File: config.mk
export PLATFORM = sky130hd
export DESIGN_NAME = sirq_encoder
export DESIGN_NICKNAME = d
export VERILOG_FILES = /design/src/rtl/sirq_pkg.sv /design/src/rtl/sirq_slot_counter.sv /design/src/rtl/sirq_line_tracker.sv /design/src/rtl/sirq_slot_driver.sv /design/src/rtl/sirq_encoder.sv
export SDC_FILE = /design/constraint.sdc
export NUM_CORES = 1
export LEC_CHECK = 0
export ABC_CLOCK_PERIOD_IN_PS = 3300
export BUFFER_PORTS_ARGS = -buffer_cell sky130_fd_sc_hd__buf_2
export CAP_MARGIN = 20
export CELL_PAD_IN_SITES_DETAIL_PLACEMENT = 1
export CELL_PAD_IN_SITES_GLOBAL_PLACEMENT = 1
export CORE_MARGIN = 1
export CORE_UTILIZATION = 40
export DETAILED_ROUTE_END_ITERATION = 8
export PLACE_DENSITY = 0.74
export SKIP_LAST_GASP = 1
export SLEW_MARGIN = 20
export SYNTH_ARGS = -nofsm -noshare
export SYNTH_HDL_FRONTEND = slang
export SYNTH_HIERARCHICAL = 1
export SYNTH_SLANG_ARGS = --single-unit
export TNS_END_PERCENT = 50
File: constraint.sdc
create_clock -name clk -period 3.3 [get_ports clk]
set_input_delay 0.165 -clock clk [delete_from_list [all_inputs] [get_ports clk]]
set_output_delay 0.165 -clock clk [all_outputs]
set_load 0.05 [all_outputs]
File: src/rtl/sirq_pkg.sv
package sirq_pkg;

  typedef enum logic [2:0] {
    TRK_IDLE,
    TRK_REQ,
    TRK_START,
    TRK_START_TA,
    TRK_FRAMES,
    TRK_STOP_WAIT,
    TRK_STOP_LOW,
    TRK_STOP_TA
  } trk_state_e;

  typedef enum logic [1:0] {
    PH_SAMPLE,
    PH_RECOV,
    PH_TURN
  } slot_phase_e;

endpackage

File: src/rtl/sirq_slot_counter.sv
module sirq_slot_counter
  import sirq_pkg::*;
#(
  parameter int NUM_SLOTS = 17,
  localparam int IDX_W = $clog2(NUM_SLOTS)
) (
  input  logic             clk,
  input  logic             rst_n,
  input  logic             run,
  output slot_phase_e      phase,
  output logic [IDX_W-1:0] index,
  output logic             last_done
);

  localparam logic [IDX_W-1:0] LAST_IDX = IDX_W'(NUM_SLOTS - 1);

  always_ff @(posedge clk or negedge rst_n) begin
    if (!rst_n) begin
      phase <= PH_SAMPLE;
      index <= '0;
    end else if (!run) begin
      phase <= PH_SAMPLE;
      index <= '0;
    end else begin
      unique case (phase)
        PH_SAMPLE: phase <= PH_RECOV;
        PH_RECOV:  phase <= PH_TURN;
        default: begin
          phase <= PH_SAMPLE;
          index <= index + 1'b1;
        end
      endcase
    end
  end

  assign last_done = run && (phase == PH_TURN) && (index == LAST_IDX);

endmodule

File: src/rtl/sirq_line_tracker.sv
module sirq_line_tracker
  import sirq_pkg::*;
#(
  parameter int STOP_QUIET_W = 2,
  parameter int WIDTH_CNT_W  = 3
) (
  input  logic       clk,
  input  logic       rst_n,
  input  logic       line_in,
  input  logic       req_fire,
  input  logic       frames_done,
  output trk_state_e state,
  output logic       quiet_mode
);

  localparam logic [WIDTH_CNT_W-1:0] CNT_MAX   = '1;
  localparam logic [WIDTH_CNT_W-1:0] QUIET_LIM = WIDTH_CNT_W'(STOP_QUIET_W);

  trk_state_e             state_d;
  logic [WIDTH_CNT_W-1:0] low_cnt;

  always_comb begin
    state_d = state;
    unique case (state)
      TRK_IDLE: begin
        if (!line_in)                     state_d = TRK_START;
        else if (req_fire && quiet_mode)  state_d = TRK_REQ;
      end
      TRK_REQ:       state_d = TRK_START;
      TRK_START:     if (line_in) state_d = TRK_START_TA;
      TRK_START_TA:  state_d = TRK_FRAMES;
      TRK_FRAMES:    if (frames_done) state_d = TRK_STOP_WAIT;
      TRK_STOP_WAIT: if (!line_in) state_d = TRK_STOP_LOW;
      TRK_STOP_LOW:  if (line_in) state_d = TRK_STOP_TA;
      default:       state_d = TRK_IDLE;
    endcase
  end

  always_ff @(posedge clk or negedge rst_n) begin
    if (!rst_n) begin
      state      <= TRK_IDLE;
      low_cnt    <= '0;
      quiet_mode <= 1'b0;
    end else begin
      state <= state_d;
      if (state == TRK_STOP_WAIT && !line_in) begin
        low_cnt <= WIDTH_CNT_W'(1);
      end else if (state == TRK_STOP_LOW && !line_in && low_cnt != CNT_MAX) begin
        low_cnt <= low_cnt + 1'b1;
      end
      if (state == TRK_STOP_LOW && line_in) begin
        quiet_mode <= (low_cnt <= QUIET_LIM);
      end
    end
  end

endmodule

File: src/rtl/sirq_slot_driver.sv
module sirq_slot_driver
  import sirq_pkg::*;
#(
  parameter int NUM_SLOTS = 17,
  localparam int IDX_W = $clog2(NUM_SLOTS)
) (
  input  logic                 clk,
  input  logic                 rst_n,
  input  logic [NUM_SLOTS-1:0] lvl,
  input  logic [NUM_SLOTS-1:0] en,
  input  trk_state_e           state,
  input  slot_phase_e          phase,
  input  logic [IDX_W-1:0]     index,
  input  logic                 quiet_mode,
  input  logic                 line_in,
  output logic                 req_fire,
  output logic                 line_oe,
  output logic                 line_out
);

  logic [NUM_SLOTS-1:0] sent_q;
  logic                 pending;
  logic                 pull_low;
  logic                 in_frames;

  // Captured in the Start Frame turn-around clock; doubles as "last sent".
  always_ff @(posedge clk or negedge rst_n) begin
    if (!rst_n) begin
      sent_q <= '1;
    end else if (state == TRK_START_TA) begin
      sent_q <= lvl;
    end
  end

  assign pending   = |((lvl ^ sent_q) & en);
  assign req_fire  = quiet_mode && (state == TRK_IDLE) && line_in && pending;
  assign in_frames = (state == TRK_FRAMES);
  assign pull_low  = en[index] && !sent_q[index];

  assign line_oe  = (state == TRK_REQ) ||
                    (in_frames && (phase != PH_TURN) && pull_low);
  assign line_out = in_frames && (phase == PH_RECOV);

endmodule

File: src/rtl/sirq_encoder.sv
module sirq_encoder
  import sirq_pkg::*;
#(
  parameter int NUM_IRQ      = 16,
  parameter int STOP_QUIET_W = 2,
  parameter int WIDTH_CNT_W  = 3,
  localparam int NUM_SLOTS   = NUM_IRQ + 1
) (
  input  logic                 clk,
  input  logic                 rst_n,
  input  logic [NUM_IRQ-1:0]   irq_lvl,
  input  logic                 iochk_lvl,
  input  logic [NUM_SLOTS-1:0] slot_en,
  input  logic                 line_in,
  output logic                 line_oe,
  output logic                 line_out,
  output logic                 quiet_mode
);

  localparam int IDX_W = $clog2(NUM_SLOTS);

  trk_state_e       trk_state;
  slot_phase_e      slot_phase;
  logic [IDX_W-1:0] slot_idx;
  logic             frames_done;
  logic             req_fire;

  sirq_line_tracker #(
    .STOP_QUIET_W(STOP_QUIET_W),
    .WIDTH_CNT_W (WIDTH_CNT_W)
  ) u_tracker (
    .clk        (clk),
    .rst_n      (rst_n),
    .line_in    (line_in),
    .req_fire   (req_fire),
    .frames_done(frames_done),
    .state      (trk_state),
    .quiet_mode (quiet_mode)
  );

  sirq_slot_counter #(
    .NUM_SLOTS(NUM_SLOTS)
  ) u_slots (
    .clk      (clk),
    .rst_n    (rst_n),
    .run      (trk_state == TRK_FRAMES),
    .phase    (slot_phase),
    .index    (slot_idx),
    .last_done(frames_done)
  );

  sirq_slot_driver #(
    .NUM_SLOTS(NUM_SLOTS)
  ) u_driver (
    .clk       (clk),
    .rst_n     (rst_n),
    .lvl       ({iochk_lvl, irq_lvl}),
    .en        (slot_en),
    .state     (trk_state),
    .phase     (slot_phase),
    .index     (slot_idx),
    .quiet_mode(quiet_mode),
    .line_in   (line_in),
    .req_fire  (req_fire),
    .line_oe   (line_oe),
    .line_out  (line_out)
  );

endmodule

Word level (Yosys, flattened, before mapping)
Index checks and enable logic that the tools add are counted. W data, S select, Z words.

Add/sub/neg operators: 2. Multiply operators: 0. Divide/modulo/power cells: 0. Order comparisons: 2. Equal/unequal tests: 17. Shifts and indexed selects: 0. Muxes and demuxes: 17. Bitwise operators: 2. Reductions and logical operators: 23.

Operators with widths (count): $mux W3 (8); $pmux W3 S7 (1); $and A17 B17 Y17 (1); $reduce_or A17 Y1 (1); $xor A17 B17 Y17 (1); $logic_and A1 B1 Y1 (14); $ne A2 B2 Y1 const B (6); $bmux W1 S5 (2); $mux W5 (2); $eq A3 B3 Y1 const B (3); $eq A3 B2 Y1 const B (2); $lt A5 B6 Y1 const B (1); $ne A3 B3 Y1 const B (2); $add A5 B1 Y5 const B (1); $eq A5 B5 Y1 const B (1); $reduce_and A5 Y1 (1); $pmux W2 S2 (1); $add A3 B1 Y3 const B (1); $eq A3 B1 Y1 const B (1); $le A3 B2 Y1 const B (1); $logic_not A3 Y1 (1); $eq A2 B1 Y1 const B (1); $eq A2 B2 Y1 const B (1); $logic_not A1 Y1 (2); other kinds (6) (7).

Register bits after elaboration: 31. Latch bits: 0. RAM bits: 0. Bits in read-only memories: 0. Input bits: 37. Output and inout port bits: 3. Memories kept: 0.

Longest topological paths before layout
Word-level depth: 8. Mapped depth: 7. Depth with buffers taken out: 7.

By module
Netlist, hierarchy kept.

Modules (own cells, without submodules): sirq_slot_driver (times used 1, cells each 106, area each 1189.9 µm², sequential area each 446.7 µm²); sirq_line_tracker (times used 1, cells each 37, area each 400.4 µm², sequential area each 175.2 µm²); sirq_slot_counter (times used 1, cells each 33, area each 364.1 µm², sequential area each 175.2 µm²); sirq_encoder (times used 1, cells each 1, area each 12.5 µm², sequential area each 0.0 µm²).

Worst setup path before layout
OpenSTA, ideal clock, no wires.

Path kind: register to output. From: register u_slots.index[0]. To: output port line_oe. Arrival: 1997 ps. Data required time: 3135 ps. Path slack: 1138 ps. Stages on the path, launching flop included: 7. Buffers on the path: 1. Cells stage by stage: dfrtp_1 > buf_6 > nor4_2 > nand3b_1 > a221oi_2 > o21ai_1 > o32ai_1.

Cells in the longest elaborated chain, start to end: 6. Elaborated cells on any way between the ends: 8. Classes of those cells: mux (4); reduce/logical (4).

Ends and longest elaborated chain: start: declaration (RTL line sirq_slot_counter.sv:11) `output logic [IDX_W-1:0] index,`; start signal: assignment (RTL line sirq_slot_counter.sv:30) `index <= index + 1'b1;`; $bmux W1 S5 (RTL line sirq_slot_driver.sv:38) `assign pull_low = en[index] && !sent_q[index];`; $mux W1 (not written as such) (RTL line sirq_slot_driver.sv:38); $logic_not A1 Y1 (RTL line sirq_slot_driver.sv:38); $logic_and A1 B1 Y1 * (RTL line sirq_slot_driver.sv:38); $logic_and A1 B1 Y1 * (RTL line sirq_slot_driver.sv:41) `(in_frames && (phase != PH_TURN) && pull_low);`; $logic_or A1 B1 Y1 * (RTL line sirq_slot_driver.sv:40) `assign line_oe = (state == TRK_REQ) ||`; end: declaration (RTL line sirq_encoder.sv:15) `output logic line_oe,`.

Every way passes the cells marked *; elsewhere a longest branch is shown, timed or not. The select of a mux whose other input is x is not followed.

Final worst setup path
Ends and elaborated chain as after synthesis.

==> summary.md <==
| Metric | Value |
|---|---|
| Outcome | `finished clean` |
| Yosys warnings | `6` |
| DRC | `0` |
| Area leader, netlist | `dfstp_2` |
| Worst hold margin | `136.9 ps` |
| # setup viols final | `0` |
| I/O Buffers | `39` |
| CP max-delay cell | `dfrtp_1` |
| Chip height | `72.12 um` |
| Sequential element share of the synthesized area | `40.52%` |
| Routed Antenna Nets | `0` |
| Hold Path Class | `input pin to register` |
| Sink Count | `31` |
| Io pins | `40` |
| CTS buffer count | `5` |
| Clock slew at reported path FFs | `70 ps` |
| Mean Syn Cell Area | `11.11 sq um` |
| Via density | `5.236` |
| Skew-Pair Late Insertion Delay | `280 ps` |
| Avg WL per Cell | `15.34 um` |
| Placed Area | `2207 sq um` |
| Slowest cell delay on critical path | `730 ps` |
| Fin crit period | `2528 ps` |
| Max cap viols | `0` |
| Core area | `4723 sq um` |
| Worst slack, placed | `1064 ps` |
| #FFs+latches synth | `31` |
| Synth Cell Area | `1967 sq um` |
| WL final | `4418 um` |
| GP Congestion | `0.7974` |
| Critical path peak fanout | `19` |
| Final worst slack | `772.2 ps` |
| Max Slew Vio Count | `0` |
| Tcrit/Tclk final | `76.60%` |
| Largest net degree at the start of global routing | `32` |
| Top-area cell type share of the netlist area | `22.71%` |
| Die Width | `72.12 um` |
| Gr ovfl total | `0` |
| Number of diodes | `0` |
| Top-count cell post-synth | `mux2_2` |
| Leakage power | `1.013 nW` |
| EDFF count, synth | `0` |
| Power per cell area | `762.5 nW/um^2` |
| Root buffer cell | `clkbuf_8` |
| Slew @ Worst Pin | `720.0 ps` |
| Vias post-DR | `1,508` |
| Global Route Usage Sum | `19.08%` |
| Placement Rows | `25` |
| Final hold violation count | `0` |
| First-pass iteration count of the detailed router | `4` |
| Max_slew headroom | `52.00%` |
| Setup_tns | `0 ps` |
| Layout Area Growth over Synthesis | `17.81%` |
| CP Class | `register to primary output` |
| Initial Util | `41.64%` |
| Post-Layout Inst Area | `2317 sq um` |
| Post-synth ARST share | `100.0%` |
| CTS tree | `built` |
| Initial drt markers | `45` |
| Worst path top cell family by delay | `flip-flops` |
| CP Launch Type | `register` |
| Layout cell share with drive strength beyond 1 | `42.53%` |
| DP HPWL | `3274 um` |
| Crit-path cells | `nor4bb_1, nor4b_1, a221oi_2, o21ai_1, o32ai_1, buf_2` |
| Clock Skews | `6.952 ps` |
| VDD IR max | `0.0002959 V` |
| Die ar. | `5201 sq um` |
| Nets | `262` |
| Syn Nets | `219` |
| Worst Path Arrival | `2360 ps` |
| Highest clock rate | `0.3956 GHz` |
| CTS max path bufs | `2` |
| Vias in the first global route | `1,594` |
| Initial antenna violation count | `0` |
| Top cells by area, synth | `dfstp_2 (23%), dfrtp_1 (18%), mux2_2 (10%)` |
| Post-synth top cells | `mux2_2 (18), dfstp_2 (17), xor2_1 (17)` |
| Synth Flop Type | `dfstp_2` |
| Crit end category | `primary output` |
| Global-route wire length before repair | `7534 um` |
| Yosys cell types | `51` |
| CTS H-tree lvls | `2` |
| CP required | `3130 ps` |
| RSZ-0062 raised after global routing | `false` |
| Syn Inst Count | `177` |
| Worst path bufs/invs | `1` |
[metrics by stage]
| stage | total power [mW] | util, % | instances |
|---|---|---|---|
| 2_1_floorplan | 1.271 | - | 177 |
| 3_3_place_gp | 1.433 | 46.73 | 279 |
| 3_5_place_dp | 1.446 | 46.73 | 279 |
| 4_1_cts | 1.786 | 49.06 | 288 |
| 5_1_grt | 1.897 | 49.06 | 288 |
| 6_report | 1.767 | 49.06 | 288 |
[state kept, by name, summed over array words and instances, names as in the netlist]
name                  count
u_driver/sent_q          17
u_slots/index             5
u_tracker/low_cnt         3
u_tracker/state           3
u_slots/phase             2
u_tracker/quiet_mode      1
[routing by layer]
metal  global-route usage (%)  wire length, um  vias to the layer above  part of all wire [%]
met5                        0                0                        -                     0
met4                    5.882               54                        0                   1.2
met3                    4.167              175                        5                   4.0
met2                    30.63             2001                       33                    45
met1                    25.80             2186                      731                    49
li1                         -                -                      739                     -
[cell type report]
class / count / area [sq um]
Fill cell: 541 / 2406
Multi-Input combinational cell: 129 / 1082
Sequential cell: 31 / 797.0
Timing Repair Buffer: 40 / 205.2
Clock buffer: 8 / 100.1
Tap cell: 67 / 83.83
Inverter: 13 / 48.80
[report_power, final]
part	switching (mW)	internal, mW	total (mW)
clock	0.138	0.190	0.328
sequential	0.177	0.617	0.794
combinational	0.302	0.343	0.645
total	0.617	1.15	1.77
[path summary, 6_finish.rpt]
kind                            slack [ps]                 end               start  cells past startpoint
worst max-delay path                   770             line_oe    u_slots/index[0]                      6
worst min-delay path                   140  u_driver/sent_q[3]          irq_lvl[3]                      2
worst max register to register        1590  u_tracker/state[0]  u_tracker/state[2]                      5
worst min register to register         500    u_slots/phase[0]    u_slots/phase[0]                      1
max in group asynchronous             2360    u_slots/index[3]               rst_n                      2
min in group asynchronous              480    u_slots/index[2]               rst_n                      2
[cell usage in the layout, fill, tap and decap left out, types with 4 or more instances in the layout]
cell      instances
dfrtp_1          14
nand3b_1          4
mux2_2           18
nor2_1            4
dfstp_2          17
mux2i_1           6
inv_1            12
xor2_1           17
clkbuf_8          7
ha_1              5
buf_2            39
o21ai_0           4
nand2_1           5
nand2b_1          4
nor3b_1           7
nand3_1           4
a22oi_1           7
[logic make-up (layout without fill, tap and decap cells)]
family | count (synthesis) | after routing | synth area share, %
simple gates | 49 | 49 | 17.62
compound gates | 32 | 32 | 12.40
flops | 31 | 31 | 40.52
mux | 24 | 24 | 13.36
xor+xnor | 19 | 19 | 8.461
buf+inv | 17 | 61 | 4.452
fa+ha+maj | 5 | 5 | 3.181
[repair_timing]
action	CTS	global route
hold buffers	1	0
hold endpoints to repair	14	0
setup buffers	0	0
resized for setup	0	0
Power figures use the tool's default switching activity.
